===== src/rtl/pll_unlock_detect.sv =====
module pll_unlock_detect #(
  parameter int THRESH_CYC = 23,
  parameter int HOLD_MS    = 6,
  parameter int CHG_MS     = 25
) (
  input  logic clk,
  input  logic rst_n,
  input  logic ref_pulse,
  input  logic prog_pulse,
  input  logic chg_strobe,
  input  logic pa_mode,
  input  logic tick_1ms,
  output logic ul_n,
  output logic ul_oe
);
  localparam int CW = $clog2(THRESH_CYC + 2);
  localparam int HW = $clog2(HOLD_MS + 1);
  localparam int GW = $clog2(CHG_MS + 1);
  localparam logic [CW-1:0] TH = CW'(THRESH_CYC);

  logic          ref_q, prog_q, meas, first_ref;
  logic [CW-1:0] sep;
  logic [HW-1:0] hold_cnt;
  logic [GW-1:0] chg_cnt;

  wire ref_e     = ref_pulse & ~ref_q;
  wire prog_e    = prog_pulse & ~prog_q;
  wire close_e   = meas & (first_ref ? prog_e : ref_e);
  wire repeat_e  = meas & (first_ref ? ref_e : prog_e);
  wire start_new = (~meas & (ref_e ^ prog_e)) | repeat_e;
  wire bad       = (close_e & (sep > TH)) | (repeat_e & ~close_e);
  wire unlock    = (hold_cnt != '0) | (chg_cnt != '0) | pa_mode;

  assign ul_oe = unlock;
  assign ul_n  = ~unlock;

  always_ff @(posedge clk or negedge rst_n) begin
    if (!rst_n) begin
      ref_q <= 1'b0; prog_q <= 1'b0;
      meas <= 1'b0; first_ref <= 1'b0; sep <= '0;
    end else begin
      ref_q  <= ref_pulse;
      prog_q <= prog_pulse;
      if (start_new) begin
        meas <= 1'b1;
        if (!meas) first_ref <= ref_e;
        sep <= CW'(1);
      end else if (close_e) begin
        meas <= 1'b0;
      end else if (meas && sep <= TH) begin
        sep <= sep + 1'b1;
      end
    end
  end

  always_ff @(posedge clk or negedge rst_n) begin
    if (!rst_n) begin
      hold_cnt <= '0;
      chg_cnt  <= '0;
    end else begin
      if (bad) hold_cnt <= HW'(HOLD_MS);
      else if (tick_1ms && hold_cnt != '0) hold_cnt <= hold_cnt - 1'b1;
      if (chg_strobe) chg_cnt <= GW'(CHG_MS);
      else if (tick_1ms && chg_cnt != '0) chg_cnt <= chg_cnt - 1'b1;
    end
  end


  bad_sample_flags_chk: assert property (@(posedge clk) disable iff (!rst_n)
    bad |=> !ul_n);

  chg_asserts_chk: assert property (@(posedge clk) disable iff (!rst_n)
    chg_strobe |=> ul_oe);

  pa_forces_chk: assert property (@(posedge clk) disable iff (!rst_n)
    pa_mode |-> (ul_oe && !ul_n));

  hold_expire_chk: assert property (@(posedge clk) disable iff (!rst_n)
    (hold_cnt == HW'(1) && tick_1ms && !bad) |=> hold_cnt == '0);

  hold_no_overflow_chk: assert property (@(posedge clk) disable iff (!rst_n)
    hold_cnt <= HW'(HOLD_MS));

  release_all_clear_chk: assert property (@(posedge clk) disable iff (!rst_n)
    $fell(ul_oe) |-> (!pa_mode && !$past(chg_strobe) && !$past(bad)));
endmodule


===== config.mk =====
export PLATFORM = sky130hd
export DESIGN_NAME = pll_unlock_detect
export DESIGN_NICKNAME = d
export VERILOG_FILES = /design/src/rtl/pll_unlock_detect.sv
export SDC_FILE = /design/constraint.sdc
export NUM_CORES = 1
export LEC_CHECK = 0
export BUFFER_PORTS_ARGS = -buffer_cell sky130_fd_sc_hd__buf_2
export CAP_MARGIN = 10
export CORE_MARGIN = 4
export CORE_UTILIZATION = 60
export DETAILED_ROUTE_END_ITERATION = 16
export GPL_ROUTABILITY_DRIVEN = 0
export PLACE_DENSITY_LB_ADDON = 0.1
export SLEW_MARGIN = 20
export SYNTH_ARGS = -nofsm -noshare
export SYNTH_HDL_FRONTEND = slang
export SYNTH_SLANG_ARGS = --single-unit

===== constraint.sdc =====
create_clock -name clk -period 4.1 [get_ports clk]
set_clock_uncertainty 0.05 [all_clocks]
set_input_delay 0.41 -clock clk [delete_from_list [all_inputs] [get_ports clk]]
set_output_delay 0.41 -clock clk [all_outputs]
set_load 0.01 [all_outputs]

# == After elaboration in Yosys (flattened, before gate mapping) ==
# Index checks and enable logic that the tools add are counted.
# op_classes
n_addsub,3
order_cmp,2
eq_ne,1
mux,11
reduce_logical,11
bitwise_logic,17
# op_table
cell,n
$mux 5,5
$reduce_bool 2->1,4
$and 1x1->1,7
$mux 3,2
$add 5x1->5 const B,1
$gt 5x5->1 const B,1
$le 5x5->1 const B,1
$not 1->1,5
$reduce_bool 5->1,1
$sub 5x1->5 const B,1
$mux 1,4
$or 1x1->1,4
$reduce_and 2->1,2
$logic_and 1x1->1,3
$reduce_bool 3->1,1
$sub 3x1->3 const B,1
$ne 2x1->1 const B,1
$xor 1x1->1,1
# word_totals
in_bits,7
word_cells,52
reg_bits,17
output_inout_bits,2

# == Depth between registers and ports, before layout ==
# logic_depth
word_depth,8
mapped_depth,7
ltp_nobuf,6

# == Worst setup path before layout ==
# Ideal clock, no wire load.
# synth_path
path_kind,reg-to-output
startpoint,reg chg_cnt[0]
endpoint,out ul_n
slack_ps,2013
stages_incl_launch_ff,7
path_buffers,1
arrival_time_ps,1627
path_cell_list,dfrtp_1 -> inv_1 -> ha_1 -> or4b_1 -> buf_2 -> or3_4 -> inv_2
# synth_between
elab_chain_cells,4
# synth_lines
element,line_no,rtl
start: declaration,24,logic [GW-1:0] chg_cnt;
start signal: assignment,63,if (chg_strobe) chg_cnt <= GW'(CHG_MS);
start signal: assignment,64,else if (tick_1ms && chg_cnt != '0) chg_cnt <= chg_cnt - 1'b1;
$reduce_bool 5->1,32,wire unlock = (hold_cnt != '0) | (chg_cnt != '0) | pa_mode;
$or 1x1->1 (2 in series),32,
named net ul_oe,14,output logic ul_oe
$not 1->1,35,assign ul_n = ~unlock;
end: declaration,13,"output logic ul_n,"
# The timed path passes the listed nets, and every way through them passes these cells.

# == Final worst setup path ==
# layout_path
startpoint,reg chg_cnt[0]
endpoint,out ul_n
# layout_between
elab_chain_cells,4
# layout_lines
element,line_no
$reduce_bool 5->1,32
$or 1x1->1 (2 in series),32
$not 1->1,35
# No other way between the ends.

==> metrics.txt <==
outcome=finished clean; layout cells sized above 1=15.7%; Comb power frac=33.6%; drt via density=5.67; GRT Max-Usage Layer=met2; Placed Area=952 sq um; NetSw=0.000165 W; syn_area_per_cell=9.91 sq um; Fin Hold WS=0.201 ns; WS Path Type=flip-flop to output pin; Buffers on Ports=8; Final Non-Filler Cells=117; CP Launch Type=flip-flop; First-pass DRT Iterations=4; GR Util All Layers=16.5%; Worst setup EP type=output pin; routing usage on met2=25.5%; pin count of the biggest net entering global routing=18; WL final=1.47 mm; switching fraction of total power=33.8%; height of the die=46.8 microns; synth unique cells=36; unrepaired setup endpoints after global routing=no; Congestion Overflow GR=0; DRT iter0 DRCs=4; Resized cells post-CTS=0; post-placement cell count=112; filler instances=115; Post-synth EDFFs=0; vias in the first global route=585; most area-consuming cells after synthesis=dfrtp_1 47%, ha_1 5.5%, nor2_1 3.7%, nand2b_1 3.5%, a21oi_1 3.3%; register share of total power=49.0%; Final Max Tran Viols=0; global-route wire length before repair=2.46 mm; CTS tree=done; Hold Path Class=input pin to flip-flop; clock network fraction of design power=17.4%; number of routed nets with antenna violations=0; CP cell instances=inv_1 > ha_1 > or4b_1 > or3_4 > inv_2 > buf_2; maximum vdd drop=0.299 mV; Tightest Pin Transition=0.754 ns; # rows=13; diode count=0; deepest clock path buffer count=2; WP buf/inv=3; Die Span X=46.8 microns; die area=0.00219 sq mm; routed len/inst=12.6 microns; list of most frequent post-synthesis cells=17 x dfrtp_1, 9 x nor2_1, 6 x a21oi_1, 5 x nand2b_1; max incr delay on CP=0.55 ns; cell with the most instances after synthesis=dfrtp_1; CTS Buf Count=3; Root Buffer Master=clkbuf_4; Worst EP required=3.64 ns; leading area contributor after synthesis=dfrtp_1; H-Tree Depth=1; Seq/Total Area, Yosys=47.2%; Slew HR=49.5%; initial antenna violation count=0; final hold violations=0; Worst path top cell family by delay=simple AND/OR/NAND/NOR gates; Clock Latency Late Sink=0.28 ns; gate count after technology mapping=91; setup TNS=0 ns; share of the synthesized area in the top cell type=47.2%; worst endpoint data arrival time=2.07 ns; synthesized area=902 sq um; Starting Density=66.8%; synthesis-stage register bit count=17; Via Count=663; GR Layer Usage met3=3.45%; pwr/cell area=493 mW/mm^2; P_leak=0.453 nW; DR DRC count=0; crit-path max FO=7; clk slew on worst S/H paths=0.09 ns; met1 GRT Util=21.2%; Core Region=0.00135 sq mm; Max Freq=395 MHz; io pins=9; Synth-to-Final Area Change=9.57%; dpl ws=1.87 ns; min Tclk post-route=2.53 ns; Period Utilization, post-route=61.7%; Layout Nets=114; Max-cap violations=0; # clock sinks=17; critical path's slowest cell=or4b_1; Final Cell Area=988 sq um; hpwl dp=1.08 mm; Setup WS post-layout=1.57 ns; syn_nets=102; Final Setup Violations=0; Yosys warning total=0; asr flop ratio synth=100%; Main synth FF type=dfrtp_1; internal cell power=0.000323 W
## routing by layer
metal | wire length (microns) | vias up
li1 | - | 352
met1 | 704 | 293
met2 | 673 | 14
met3 | 67 | 4
met4 | 28 | 0
met5 | 0 | -
## placed cells by master (no fill, tap or decap), drive strengths merged, types with 3 or more instances in the layout
master  netlist  layout
nor2          9       9
inv           5       5
dfrtp        17      17
o21ai         5       5
a21oi         6       6
nand2         4       4
clkbuf        1       4
buf           1       8
ha            4       4
xor2          3       3
nand2b        5       5
nand3         4       4
## logic make-up after synthesis
kind of cell / count (synthesis) / share of synthesized area (%)
AND/OR/NAND/NOR: 34 / 20.8
AO/OA/AOI/OAI: 25 / 19.6
flip-flops: 17 / 47.2
buffers and inverters: 7 / 3.05
XOR/XNOR: 4 / 3.88
adder cells (fa/ha/maj): 4 / 5.55
## through the flow
stage / utilization (%) / power, W
3_3_place_gp: 70.5 / 0.000400
6_report: 73.2 / 0.000488
5_1_grt: 73.2 / 0.000533
4_1_cts: 73.2 / 0.000494
3_5_place_dp: 70.5 / 0.000406
2_1_floorplan: - / 0.000369
## power groups by stage
stage	clock (W)	sequential, W	combinational (W)
after floorplan	0	0.000235	0.000135
after global placement	0	0.000241	0.000159
after detailed placement	0	0.000242	0.000164
after CTS	0.0000900	0.000239	0.000165
after global routing	0.0000995	0.000245	0.000189
final	0.0000851	0.000239	0.000164
## layout make-up
class | count | area [sq um] | area share, %
multi-input combinational | 67 | 449 | 45.4
clock buffer | 4 | 26.3 | 2.66
sequential | 17 | 425 | 43.0
tap | 15 | 18.8 | 1.90
inverter | 5 | 18.8 | 1.90
timing repair buffer | 9 | 50.0 | 5.06
## final timing paths
check | from | end | slack, ns | cells after the start
worst max-delay path | chg_cnt[0]$_DFFE_PN0P_ | ul_n | 1.57 | 6
worst min-delay path | prog_pulse | prog_q$_DFF_PN0_ | 0.20 | 1
worst max register to register | prog_q$_DFF_PN0_ | meas$_DFFE_PN0P_ | 2.36 | 4
worst min register to register | chg_cnt[4]$_DFFE_PN0P_ | chg_cnt[4]$_DFFE_PN0P_ | 0.44 | 1
max in group asynchronous | rst_n | ref_q$_DFF_PN0_ | 3.22 | 2
min in group asynchronous | rst_n | chg_cnt[3]$_DFFE_PN0P_ | 0.51 | 2
## flip-flops by register name, summed over array words and instances, names as in the netlist
register	flops
meas	1
chg_cnt	5
ref_q	1
sep	5
first_ref	1
prog_q	1
hold_cnt	3
## timing repair
item | CTS | global route
hold buffers | 1 | 0
setup buffers | 0 | 0
hold endpoints to repair | 17 | 0
Note: power is estimated with default switching activity, not from simulation.
